===== config.mk =====
export PLATFORM = sky130hd
export DESIGN_NAME = pwrgood_rst_seq
export DESIGN_NICKNAME = d
export VERILOG_FILES = /design/src/rtl/pgrs_pkg.sv /design/src/rtl/pgrs_sync.sv /design/src/rtl/pgrs_qual.sv /design/src/rtl/pgrs_timer.sv /design/src/rtl/pwrgood_rst_seq.sv
export SDC_FILE = /design/constraint.sdc
export NUM_CORES = 1
export LEC_CHECK = 0
export BUFFER_PORTS_ARGS = -buffer_cell sky130_fd_sc_hd__buf_2
export CAP_MARGIN = 0
export CELL_PAD_IN_SITES_DETAIL_PLACEMENT = 0
export CELL_PAD_IN_SITES_GLOBAL_PLACEMENT = 1
export CORE_MARGIN = 5
export CORE_UTILIZATION = 49
export CTS_CLUSTER_DIAMETER = 100
export DETAILED_ROUTE_END_ITERATION = 12
export MAX_ROUTING_LAYER = met4
export PLACE_DENSITY_LB_ADDON = 0.25
export SETUP_SLACK_MARGIN = 0.4
export SYNTH_ARGS = -nofsm -noshare
export SYNTH_HDL_FRONTEND = slang
export SYNTH_SLANG_ARGS = --single-unit

===== constraint.sdc =====
create_clock -name clk_i -period 8.9 [get_ports clk_i]
set_input_delay 1.335 -clock clk_i [delete_from_list [all_inputs] [get_ports clk_i]]
set_output_delay 1.335 -clock clk_i [all_outputs]
set_load 0.01 [all_outputs]

===== src/rtl/pgrs_pkg.sv =====
package pgrs_pkg;

  typedef enum logic [1:0] {
    ST_OFF  = 2'b00,
    ST_HOLD = 2'b01,
    ST_RUN  = 2'b10
  } seq_st_e;

  // Microseconds to clock cycles, rounded up, never below one.
  function automatic int unsigned us_to_cyc(input int unsigned khz, input int unsigned us);
    longint unsigned c;
    c = (longint'(khz) * longint'(us) + 64'd999) / 64'd1000;
    if (c == 0) c = 1;
    return int'(c);
  endfunction

endpackage


===== src/rtl/pgrs_sync.sv =====
module pgrs_sync #(
  parameter int unsigned STAGES = 2
) (
  input  logic clk_i,
  input  logic arst_ni,
  input  logic d_i,
  output logic q_o
);
  logic [STAGES-1:0] sr_q;

  always_ff @(posedge clk_i or negedge arst_ni) begin
    if (!arst_ni) sr_q <= '0;
    else          sr_q <= {sr_q[STAGES-2:0], d_i};
  end

  assign q_o = sr_q[STAGES-1];
endmodule


===== src/rtl/pgrs_qual.sv =====
module pgrs_qual #(
  parameter int unsigned PG_CYC = 10,
  localparam int unsigned QW    = $clog2(PG_CYC + 1)
) (
  input  logic clk_i,
  input  logic arst_ni,
  input  logic pg_i,
  output logic qual_o
);
  localparam logic [QW-1:0] LAST = QW'(PG_CYC - 1);

  logic [QW-1:0] cnt_q;
  logic          qual_q;

  always_ff @(posedge clk_i or negedge arst_ni) begin
    if (!arst_ni) begin
      cnt_q  <= '0;
      qual_q <= 1'b0;
    end else if (!pg_i) begin
      cnt_q  <= '0;
      qual_q <= 1'b0;
    end else if (!qual_q) begin
      if (cnt_q == LAST) qual_q <= 1'b1;
      else               cnt_q  <= cnt_q + 1'b1;
    end
  end

  assign qual_o = qual_q;
endmodule


===== src/rtl/pgrs_timer.sv =====
module pgrs_timer
  import pgrs_pkg::*;
#(
  parameter int unsigned MIN_CYC = 20,
  parameter int unsigned MAX_CYC = 200,
  parameter int unsigned CNT_W   = 9
) (
  input  logic             clk_i,
  input  logic             arst_ni,
  input  logic             pg_i,
  input  logic             qual_i,
  input  logic [CNT_W-1:0] hold_cyc_i,
  output logic             run_o,
  output logic             rel_o,
  output logic             over_o
);
  localparam logic [CNT_W-1:0] MIN_V = CNT_W'(MIN_CYC);
  localparam logic [CNT_W-1:0] MAX_V = CNT_W'(MAX_CYC);

  seq_st_e          st_q;
  logic [CNT_W-1:0] cnt_q, lim_q, lim_d;
  logic             over_q;

  always_comb begin
    if (hold_cyc_i < MIN_V)      lim_d = MIN_V;
    else if (hold_cyc_i > MAX_V) lim_d = MAX_V;
    else                         lim_d = hold_cyc_i;
  end

  assign rel_o = (st_q == ST_HOLD) && pg_i && (cnt_q == lim_q - 1'b1);

  always_ff @(posedge clk_i or negedge arst_ni) begin
    if (!arst_ni) begin
      st_q   <= ST_OFF;
      cnt_q  <= '0;
      lim_q  <= MIN_V;
      over_q <= 1'b0;
    end else begin
      unique case (st_q)
        ST_OFF: if (pg_i && qual_i) begin
          st_q   <= ST_HOLD;
          cnt_q  <= '0;
          lim_q  <= lim_d;
          over_q <= hold_cyc_i > MAX_V;
        end
        ST_HOLD: begin
          if (!pg_i)      st_q  <= ST_OFF;
          else if (rel_o) st_q  <= ST_RUN;
          else            cnt_q <= cnt_q + 1'b1;
        end
        ST_RUN:  if (!pg_i) st_q <= ST_OFF;
        default: st_q <= ST_OFF;
      endcase
    end
  end

  assign run_o  = (st_q == ST_RUN);
  assign over_o = over_q;
endmodule


===== src/rtl/pwrgood_rst_seq.sv =====
module pwrgood_rst_seq #(
  parameter int unsigned CLK_KHZ    = 100000,
  parameter int unsigned MIN_RST_US = 1000,
  parameter int unsigned MAX_RST_US = 10000,
  parameter int unsigned PG_MIN_US  = 10,
  parameter int unsigned CFG_W      = 8,
  localparam int unsigned MIN_CYC   = pgrs_pkg::us_to_cyc(CLK_KHZ, MIN_RST_US),
  localparam int unsigned MAX_CYC   = pgrs_pkg::us_to_cyc(CLK_KHZ, MAX_RST_US),
  localparam int unsigned PG_CYC    = pgrs_pkg::us_to_cyc(CLK_KHZ, PG_MIN_US),
  localparam int unsigned CNT_W     = $clog2(MAX_CYC + 1) + 1
) (
  input  logic             clk_i,
  input  logic             rst_ni,
  input  logic             pwr_good_i,
  input  logic [CNT_W-1:0] hold_cyc_i,
  input  logic [CFG_W-1:0] cfg_pins_i,
  output logic             rst_no,
  output logic             bus_off_o,
  output logic [CFG_W-1:0] cfg_word_o,
  output logic             timeout_err_o
);
  // Loss of power-good clears the whole sequence without a clock.
  logic arst_n;
  assign arst_n = rst_ni & pwr_good_i;

  logic pg_s, qual, run, rel, over;

  pgrs_sync #(.STAGES(2)) u_sync (
    .clk_i(clk_i), .arst_ni(arst_n), .d_i(pwr_good_i), .q_o(pg_s)
  );

  pgrs_qual #(.PG_CYC(PG_CYC)) u_qual (
    .clk_i(clk_i), .arst_ni(arst_n), .pg_i(pg_s), .qual_o(qual)
  );

  pgrs_timer #(.MIN_CYC(MIN_CYC), .MAX_CYC(MAX_CYC), .CNT_W(CNT_W)) u_timer (
    .clk_i(clk_i), .arst_ni(arst_n), .pg_i(pg_s), .qual_i(qual),
    .hold_cyc_i(hold_cyc_i), .run_o(run), .rel_o(rel), .over_o(over)
  );

  logic bus_off_q;
  always_ff @(posedge clk_i or negedge arst_n) begin
    if (!arst_n) bus_off_q <= 1'b1;
    else         bus_off_q <= ~run;
  end

  logic [CFG_W-1:0] cfg_q;
  logic             err_q;
  always_ff @(posedge clk_i or negedge rst_ni) begin
    if (!rst_ni) begin
      cfg_q <= '0;
      err_q <= 1'b0;
    end else if (rel) begin
      cfg_q <= cfg_pins_i;
      err_q <= err_q | over;
    end
  end

  assign rst_no        = run;
  assign bus_off_o     = bus_off_q;
  assign cfg_word_o    = cfg_q;
  assign timeout_err_o = err_q;
endmodule


==> qor.log <==
qor: min_path.hold_start u_sync.sr_q[0]
qor: synth.edff_count_synth 0
qor: synth.netlist_instances 434
qor: final_layout.drive_above_1_share 19.3%
qor: clocking.post_cts_resize_count 0
qor: critical_path.r2r_setup_slack 5010 ps
qor: sta.minimum_period_implied_by_the_final_worst_setup_slack 3890 ps
qor: sta.post-route-period-util 43.7%
qor: place.gp_weighted_congestion 0.916
qor: synth.synth.net_count 469
qor: min_path.hold_path_class register to register
qor: clocking.ctsRootBufferMaster clkbuf_8
qor: drt.detail_route.first_pass.iterations 5
qor: synth.synthArstFlopShare 100%
qor: floorplanning.die_h 102 um
qor: floorplanning.initial_core_util 50.3%
qor: synth.yosysUniqueCellTypes 63
qor: clocking.cts_made_buffers 9
qor: synth.post_synth_main_area_contributors dfrtp_1 37%, nand2_1 4.5%, dfstp_2 4.5%, xnor2_1 3.8%, mux2i_1 3.6%
qor: sta.timing.setup.tns 0 ps
qor: grt.grt_max_degree 60
qor: grt.number_of_antenna_violations_at_the_first_check_in_global_routing 0
qor: clocking.cts_tree done
qor: power_and_ir_drop.worst_ir_drop_vdd 0.0820 mV
qor: sta.fmax 257 MHz
qor: final_layout.areaGrowthSynthToFinish 10.8%
qor: grt.grt.total_usage 20.6%
qor: synth.yosys_most_used_dff dfrtp_1
qor: sta.hold_viol 0
qor: power_and_ir_drop.cellLeakagePower 2.13 nW
qor: clocking.cts_num_sinks 68
qor: clocking.max-clock-path-buffers 2
qor: place.port_buffers 42
qor: clocking.cts_hold_buf 0
qor: critical_path.worst-path-max-fanout 22
qor: clocking.worstSkewPairLatency 350 ps
qor: floorplanning.overall_die_area 0.0104 mm^2
qor: min_path.timing.hold.worst_path_depth 0
qor: drt.detail_route.iter0.violations 170
qor: sta.setup_repair_after_global_routing_missed_its_margin false
qor: drt.drcViolationCount 0
qor: critical_path.critical_path.reg2reg.startpoint u_timer.lim_q[0]
qor: sta.max_slew.worst_pin.slew 791 ps
qor: clocking.cts.reportedPaths.clkPinSlew 70 ps
qor: synth.cell_taking_the_most_area_after_synthesis dfrtp_1
qor: floorplanning.core_region_area 0.00822 mm^2
qor: synth.yosys.area.top_type_share 37.0%
qor: floorplanning.rows 33
qor: critical_path.cp_data_arrival_time 4120 ps
qor: sta.max_slew_margin 46.5%
qor: floorplanning.chipWidth 102 um
qor: critical_path.timing_worst_setup_path_type register to register
qor: sta.worst_clock_skew 5.83 ps
qor: grt.grt_remaining_overflow 0
qor: synth.count_leader_synth dfrtp_1
qor: drt.wl 9620 um
qor: synth.synth_seq_area_share 41.4%
qor: final_layout.multi_input_area 0.00227 mm^2
qor: critical_path.setup.worst_path.end_class register
qor: outcome.status complete, no violations
qor: sta.slew_violations 0
qor: critical_path.crit_required 9130 ps
qor: synth.yosys_register_bits 68
qor: synth.synth_area 0.00413 mm^2
qor: critical_path.worstReg2RegEnd cfg_word_o[3]
qor: drt.routed_via_density 5.77
qor: min_path.holdPathEnd u_sync.sr_q[1]
qor: critical_path.worst-r2r-cell-count 10
qor: drt.final_antenna_net_count 0
qor: final_layout.ff_latch_area 0.00171 mm^2
qor: clocking.cts-htree-levels 3
qor: final_layout.layout.nets 506
qor: run.max_cap_viol_count 0
qor: synth.post_synth_most_frequent_cells 61 x dfrtp_1, 50 x nand2_1, 32 x nor2_1
qor: power_and_ir_drop.power_per_cell_area 131 mW/mm^2
qor: synth.postSynthAreaPerCell 9.52 um^2
qor: final_layout.nFillCells 732
qor: drt.drt-wirelength-per-cell 16.6 um
qor: drt.routed-via-count 3352
qor: critical_path.crit_path_start_kind register
qor: place.detailed_place_hpwl 7000 um
qor: final_layout.final_core_utilization 55.7%
qor: synth.synth-warning-count 0
qor: clocking.postCtsSetupRepairBufs 0
qor: sta.setup_viol_count_final 0
qor: floorplanning.ports 43
qor: grt.grt_pass1_wl 16100 um
qor: grt.first_global_vias 3216
qor: final_layout.number_of_diodes_added_for_antenna_fixing 0
==> final cells by class <==
type	count	share of cell area (%)
clock inverter	3	0.465
multi-input combinational	333	49.7
sequential	68	37.4
tap	105	2.87
inverter	15	1.23
timing repair buffer	44	4.92
clock buffer	13	3.47
==> layer usage <==
layer | up-vias | global-route usage, % | wire [um]
met2 | 76 | 29.8 | 4280
li1 | 1635 | - | -
met1 | 1629 | 28.8 | 4690
met3 | 12 | 3.89 | 497
met5 | - | - | 0
met4 | 0 | 7.87 | 153
==> registers in the layout (all words and copies together), names as in the netlist <==
name and flops:
cfg_word_o 8, u_timer.lim_q 21, timeout_err_o 1, u_timer.cnt_q 21, bus_off_o 1, u_timer.over_o 1
u_qual.cnt_q 10, u_sync.sr_q 2, u_qual.qual_o 1, u_timer.st_q 2
==> kinds of logic (layout without fill, tap and decap cells) <==
| kind of cell | after synthesis | in the layout | share of synthesized area (%) |
|---|---|---|---|
| AO/OA/AOI/OAI | 71 | 71 | 13.1 |
| XOR/XNOR | 30 | 30 | 6.36 |
| adder cells (fa/ha/maj) | 3 | 3 | 0.909 |
| buffers and inverters | 33 | 75 | 3.57 |
| flip-flops | 68 | 68 | 41.4 |
| multiplexers | 24 | 24 | 6.91 |
| AND/OR/NAND/NOR | 205 | 205 | 27.8 |
==> report_power, final <==
group | switching, mW | internal, mW
Sequential | 0.00811 | 0.314
Combinational | 0.0248 | 0.0181
Clock | 0.120 | 0.117
Total | 0.153 | 0.448
==> worst max-delay path: stages (launching register included) <==
cell	delay, ps
dfrtp_1	470
inv_1	90
ha_1	220
nor4b_1	670
nand4_1	210
xnor2_1	190
or4_1	560
a211oi_4	270
o2111ai_4	400
nor2_8	360
mux2_4	330
==> worst max path at each step <==
stage                           startpoint            end  slack [ps]  depth (start not counted)
after floorplan           u_timer.lim_q[0]  cfg_word_o[0]        5580                         11
after global placement    u_timer.lim_q[0]  cfg_word_o[0]        5120                         10
after detailed placement  u_timer.lim_q[0]  cfg_word_o[5]        5020                         10
after CTS                 u_timer.lim_q[0]  cfg_word_o[5]        5010                         10
after global routing      u_timer.lim_q[0]  cfg_word_o[3]        4740                         10
final                     u_timer.lim_q[0]  cfg_word_o[3]        5010                         10
==> cells in the final DEF (no fill, tap or decap), types with 2 or more instances in the layout <==
cell      count
nand2_1      50
a21oi_1      11
a31oi_1       4
nor2_1       32
a21o_1        5
nand2b_1      6
buf_4         2
buf_2        42
or4_1         2
and3b_1       3
nor3_1       13
nor2b_1       5
inv_1        15
nor4_1       10
nor4b_1       2
nand3b_1      6
and4_1        3
nand4_1      21
and2_1        9
o21ai_0      15
and3_1        4
mux2_4        9
dfrtp_1      61
nor3_2        2
nand4b_1      2
o31ai_1       3
o211ai_1      4
mux2i_1      15
nand3_1      16
clkbuf_8     11
dfstp_2       7
xnor2_1      18
a31o_1        3
a22o_1        9
or3_1         7
clkbuf_1      2
a21boi_0      3
xor2_1       12
ha_1          3
==> per-stage QoR <==
| stage | total power, mW | cell area (um^2) | std cells | hold slack, ps | setup slack (ps) |
|---|---|---|---|---|---|
| floorplan | 0.352 | 4130 | 434 | 331 | 5580 |
| detailed placement | 0.370 | 4400 | 565 | 336 | 5020 |
| global route | 0.629 | 4580 | 581 | 365 | 4740 |
| global placement | 0.370 | 4400 | 565 | 333 | 5120 |
| finish | 0.601 | 4580 | 581 | 351 | 5010 |
| CTS | 0.608 | 4580 | 581 | 353 | 5010 |
(Power assumes the default switching activity.)
